### src/rtl/usb_bulkin_pingpong.sv
module usb_bulkin_pingpong #(
  parameter int DEPTH = 64,
  parameter int DW    = 8
) (
  input  logic          clk,
  input  logic          rst_n,
  input  logic          cpu_wr,
  input  logic [DW-1:0] cpu_wdata,
  output logic [DW-1:0] cpu_rdata,
  input  logic          cpu_dend,
  input  logic          nak_off,
  input  logic          in_token,
  output logic          tx_start,
  output logic          tx_nak,
  output logic [$clog2(DEPTH+1)-1:0] tx_len,
  input  logic          eng_rd,
  output logic [DW-1:0] eng_rdata,
  input  logic          tx_ok,
  input  logic          tx_fail,
  output logic          data_exists,
  output logic          done_stat,
  input  logic          done_clr,
  input  logic          req_sel,
  output logic          irq,
  output logic          dma_req
);
  localparam int CW = $clog2(DEPTH + 1);
  localparam int AW = $clog2(DEPTH);

  logic [DW-1:0] mem [2][DEPTH];
  logic          sel, eng_valid, dend_q;
  logic [CW-1:0] cpu_cnt, eng_cnt, rd_ptr;

  wire cpu_commit = (cpu_cnt == CW'(DEPTH)) || dend_q;
  wire swap       = !eng_valid && cpu_commit;
  wire wr_ok      = cpu_wr && !cpu_commit;
  wire ok_hit     = tx_ok && eng_valid;
  wire send       = in_token && nak_off && eng_valid;

  assign cpu_rdata   = '0;
  assign data_exists = eng_valid;
  assign tx_len      = eng_cnt;
  assign eng_rdata   = mem[!sel][rd_ptr[AW-1:0]];

  always_ff @(posedge clk)
    if (wr_ok) mem[sel][cpu_cnt[AW-1:0]] <= cpu_wdata;

  always_ff @(posedge clk) begin
    if (!rst_n) begin
      sel <= 1'b0; eng_valid <= 1'b0; dend_q <= 1'b0;
      cpu_cnt <= '0; eng_cnt <= '0; rd_ptr <= '0;
      tx_start <= 1'b0; tx_nak <= 1'b0;
      done_stat <= 1'b0; irq <= 1'b0; dma_req <= 1'b0;
    end else begin
      if (swap) begin
        sel       <= ~sel;
        eng_valid <= 1'b1;
        eng_cnt   <= cpu_cnt;
        cpu_cnt   <= '0;
        dend_q    <= 1'b0;
      end else begin
        if (wr_ok)    cpu_cnt <= cpu_cnt + 1'b1;
        if (cpu_dend) dend_q  <= 1'b1;
      end
      if (ok_hit) begin
        eng_valid <= 1'b0;
        eng_cnt   <= '0;
      end
      if (send || tx_fail || ok_hit)       rd_ptr <= '0;
      else if (eng_rd && rd_ptr < eng_cnt) rd_ptr <= rd_ptr + 1'b1;
      tx_start <= send;
      tx_nak   <= in_token && !send;
      if (ok_hit)        done_stat <= 1'b1;
      else if (done_clr) done_stat <= 1'b0;
      irq     <= ok_hit && !req_sel;
      dma_req <= ok_hit && req_sel;
    end
  end
endmodule

### config.mk
export PLATFORM = sky130hd
export DESIGN_NAME = usb_bulkin_pingpong
export DESIGN_NICKNAME = d
export VERILOG_FILES = /design/src/rtl/usb_bulkin_pingpong.sv
export SDC_FILE = /design/constraint.sdc
export NUM_CORES = 1
export LEC_CHECK = 0
export ABC_AREA = 0
export ABC_CLOCK_PERIOD_IN_PS = 4100
export BUFFER_PORTS_ARGS = -buffer_cell sky130_fd_sc_hd__buf_2
export CAP_MARGIN = 15
export CORE_MARGIN = 10
export CORE_UTILIZATION = 35
export CTS_BUF_LIST = sky130_fd_sc_hd__clkbuf_8
export DETAILED_ROUTE_END_ITERATION = 10
export PLACE_DENSITY = 0.54
export SYNTH_ARGS = -nofsm -noshare
export SYNTH_HDL_FRONTEND = slang
export SYNTH_SLANG_ARGS = --single-unit
### constraint.sdc
create_clock -name clk -period 4.1 [get_ports clk]
set_clock_uncertainty 0.2 [all_clocks]
set_input_delay 1.025 -clock clk [delete_from_list [all_inputs] [get_ports clk]]
set_output_delay 1.025 -clock clk [all_outputs]
set_load 0.1 [all_outputs]
==> summary.md <==
| Metric | Value |
|---|---|
| Worst EP required | 2870 ps |
| Logic pwr share | 0.065 |
| Warnings, synthesis | 0 |
| Hold WS | 151.6 ps |
| Final worst slack | -526.6 ps |
| Int Power | 16.83 mW |
| Clock power frac | 0.393 |
| Tightest Pin Transition | 1020 ps |
| Flop pwr share | 0.542 |
| Worst slew margin | 0.3203 |
| RSZ-0062 raised after global routing | yes |
| Synth top area cells | edfxtp_1 (75%), mux4_2 (12%), mux2i_1 (2.6%) |
| IO Pins | 48 |
| Rows | 125 |
| Mapped Cells | 2048 |
| Fin nets | 2414 |
| Main synth FF type | edfxtp_1 |
| Post-synth EDFFs | 1024 |
| Max-slew violation count | 0 |
| CTS Root Buffer Type | clkbuf_8 |
| Status | complete, but fails checks |
| Critical path endpoint category | output port |
| Final hold vios | 0 |
| Post-DRT Antenna Nets | 0 |
| Fmax | 216.1 MHz |
| Crit path time final | 4627 ps |
| Die height | 362.5 µm |
| GPL Wtd Cong | 0.8201 |
| Htree depth | 4 |
| Hold crit path type | in -> reg |
| Core Region | 116400 µm² |
| Most frequent cell after synthesis | edfxtp_1 |
| Violated checks | setup timing |
| Detailed placement HPWL | 63.68 mm |
| Starting density of the core | 0.3528 |
| CP startpoint kind | flop |
| # setup viols final | 8 |
| Share of the synthesized area in the top cell type | 0.7490 |
| Switch Pwr | 5.035 mW |
| Drt total wl | 103.9 mm |
| Final period util | 1.128 |
| Finished Layout Cells | 4054 |
| Worst EP arrival | 3400 ps |
| Maximum Capacitance Violations | 0 |
| Register area share after synthesis | 0.7632 |
| Largest net degree at the start of global routing | 129 |
| Leakage power | 15.33 nW |
| First-pass GRT wire length | 151.2 mm |
| Area Overhead vs Synth | 20.19% |
| Port Buf Inserts | 39 |
| Initial antenna violation count | 2 |
| Worst-path fanout max | 24 |
| # DRC | 0 |
| Clock sinks | 1053 |
| Sw Ratio | 0.2303 |
| CTS tree | built |
| Average wire per standard cell | 25.62 µm |
| Syn_area_per_cell | 20.04 µm² |
| Clk_lat worst skew | 840 ps |
| Placed cells | 3688 |
| GRT Util Overall | 0.1564 |
| Dominant cell type by area after synthesis | edfxtp_1 |
| Clock Pin Slew Worst Setup and Hold Paths | 60 ps |
| Vias | 21150 |
| Vias in the first global route | 22030 |
| DRT iter0 DRCs | 1890 |
| Clock Tree Buf Depth | 3 |
| Share of cells above drive strength 1 | 0.3336 |
| P per Cell Area | 443.1 nW/µm² |
| Overall die width | 362.5 µm |
| Mapped cell area | 41050 µm² |
| Die area | 131400 µm² |
| Vias/cell | 5.216 |
| CTS buffer count | 173 |
| Fillers | 10170 |
| Top cells by count, synth | edfxtp_1 (1024), mux4_2 (218), nor2_1 (160), mux2i_1 (108), a22oi_1 (75) |
| Seq cells post-synth | 1053 |
| Crit path kind | reg -> out |
| Distinct cell type count after synthesis | 51 |
| Peak supply drop | 257.1 µV |
| First-pass detailed-route iteration total | 7 |
| GR Overflow Total | 0 |
| Post-synth ARST share | 0 |
[layout by cell type, fill, tap and decap left out, drive strengths merged, types with 13 or more instances in the layout]
master / count
mux2i: 108
nor2b: 13
clkinv: 73
o22ai: 18
nor3: 17
nor2: 161
a21oi: 38
inv: 68
buf: 278
nand2: 45
o211ai: 25
clkbuf: 179
dfxtp: 29
edfxtp: 1024
nand4: 15
o21ai: 20
a22oi: 75
mux4: 218
[logic make-up (layout without fill, tap and decap cells)]
family | after synthesis | count (layout) | synth area share
buffers and inverters | 136 | 608 | 0.01728
muxes | 326 | 326 | 0.1459
DFF | 1053 | 1053 | 0.7632
other | 1 | 11 | 0.00009135
xor gates and xnor gates | 10 | 10 | 0.002134
AOI/OAI and AO/OA | 210 | 210 | 0.03545
adders and majority gates | 9 | 9 | 0.002743
and+or+nand+nor | 303 | 303 | 0.03319
[cell type report]
type                    count  area (µm²)  area share
well taps                1524        1907     0.03865
flip-flops and latches   1053       31340      0.6353
clock buffers             178        2450     0.04965
clock inverters           138       778.2     0.01577
diodes                      3       7.507   0.0001522
repair buffers            281        3039     0.06160
inverters                  11       41.29   0.0008369
multi-input cells         866        9773      0.1981
[what timing repair did]
| item | in CTS | in global routing |
|---|---|---|
| setup endpoints to repair | 8 | 8 |
| pin swaps | 34 | 31 |
| resized for setup | 148 | 64 |
| hold buffers | 0 | 0 |
| gates cloned | 12 | 1 |
| buffers inserted | 17 | 26 |
[flip-flops by register name, indices dropped and copies added (netlist names)]
register	count
cpu_cnt	7
data_exists	1
dend_q	1
dma_req	1
done_stat	1
irq	1
mem	1024
rd_ptr	7
sel	1
tx_len	7
tx_nak	1
tx_start	1
[worst max-delay path, cell delays in order, from the launching register on]
cell and delay [ps]:
dfxtp_4 420, bufbuf_16 290, and2_1 160, buf_12 180
a22oi_2 230, o21ai_1 150, o211ai_1 550, a311oi_2 190
nor2_2 200, buf_12 200
[layer usage]
metal  global-route usage  wire, µm
met5                    0         0
met4              0.04484      2104
met3              0.04139      6798
met2               0.2516     49880
met1               0.2080     45090
[power by group through the flow]
stage	Combinational (mW)	Sequential [mW]	Clock, mW
finish	1.43	11.8	8.59
global route	1.51	11.8	9.33
CTS	1.41	11.8	8.82
detailed placement	1.20	12.1	0
global placement	1.18	12.1	0
floorplan	0.677	12.1	0
[worst paths after layout]
| kind | startpoint | to | slack, ps | cells after the start |
|---|---|---|---|---|
| min | req_sel | irq | 150 | 2 |
| max reg2reg | cpu_cnt[1] | mem[1][339] | 740 | 7 |
| min reg2reg | done_stat | done_stat | 300 | 2 |
| max | sel | eng_rdata[4] | -530 | 9 |
[through the flow]
step,setup slack (ps),util,TNS [ps],area [µm²],power [mW]
after floorplan,70.13,-,0,41080,12.76
after global placement,-367.4,0.3821,-612.2,44460,13.24
after detailed placement,-237.5,0.3821,-511.4,44460,13.26
after CTS,-582.9,0.4202,-4499,48890,22.07
after global routing,-610.2,0.4240,-4705,49340,22.68
final,-526.6,0.4240,-3879,49340,21.86
No activity file was read; power rests on OpenSTA's default activity.
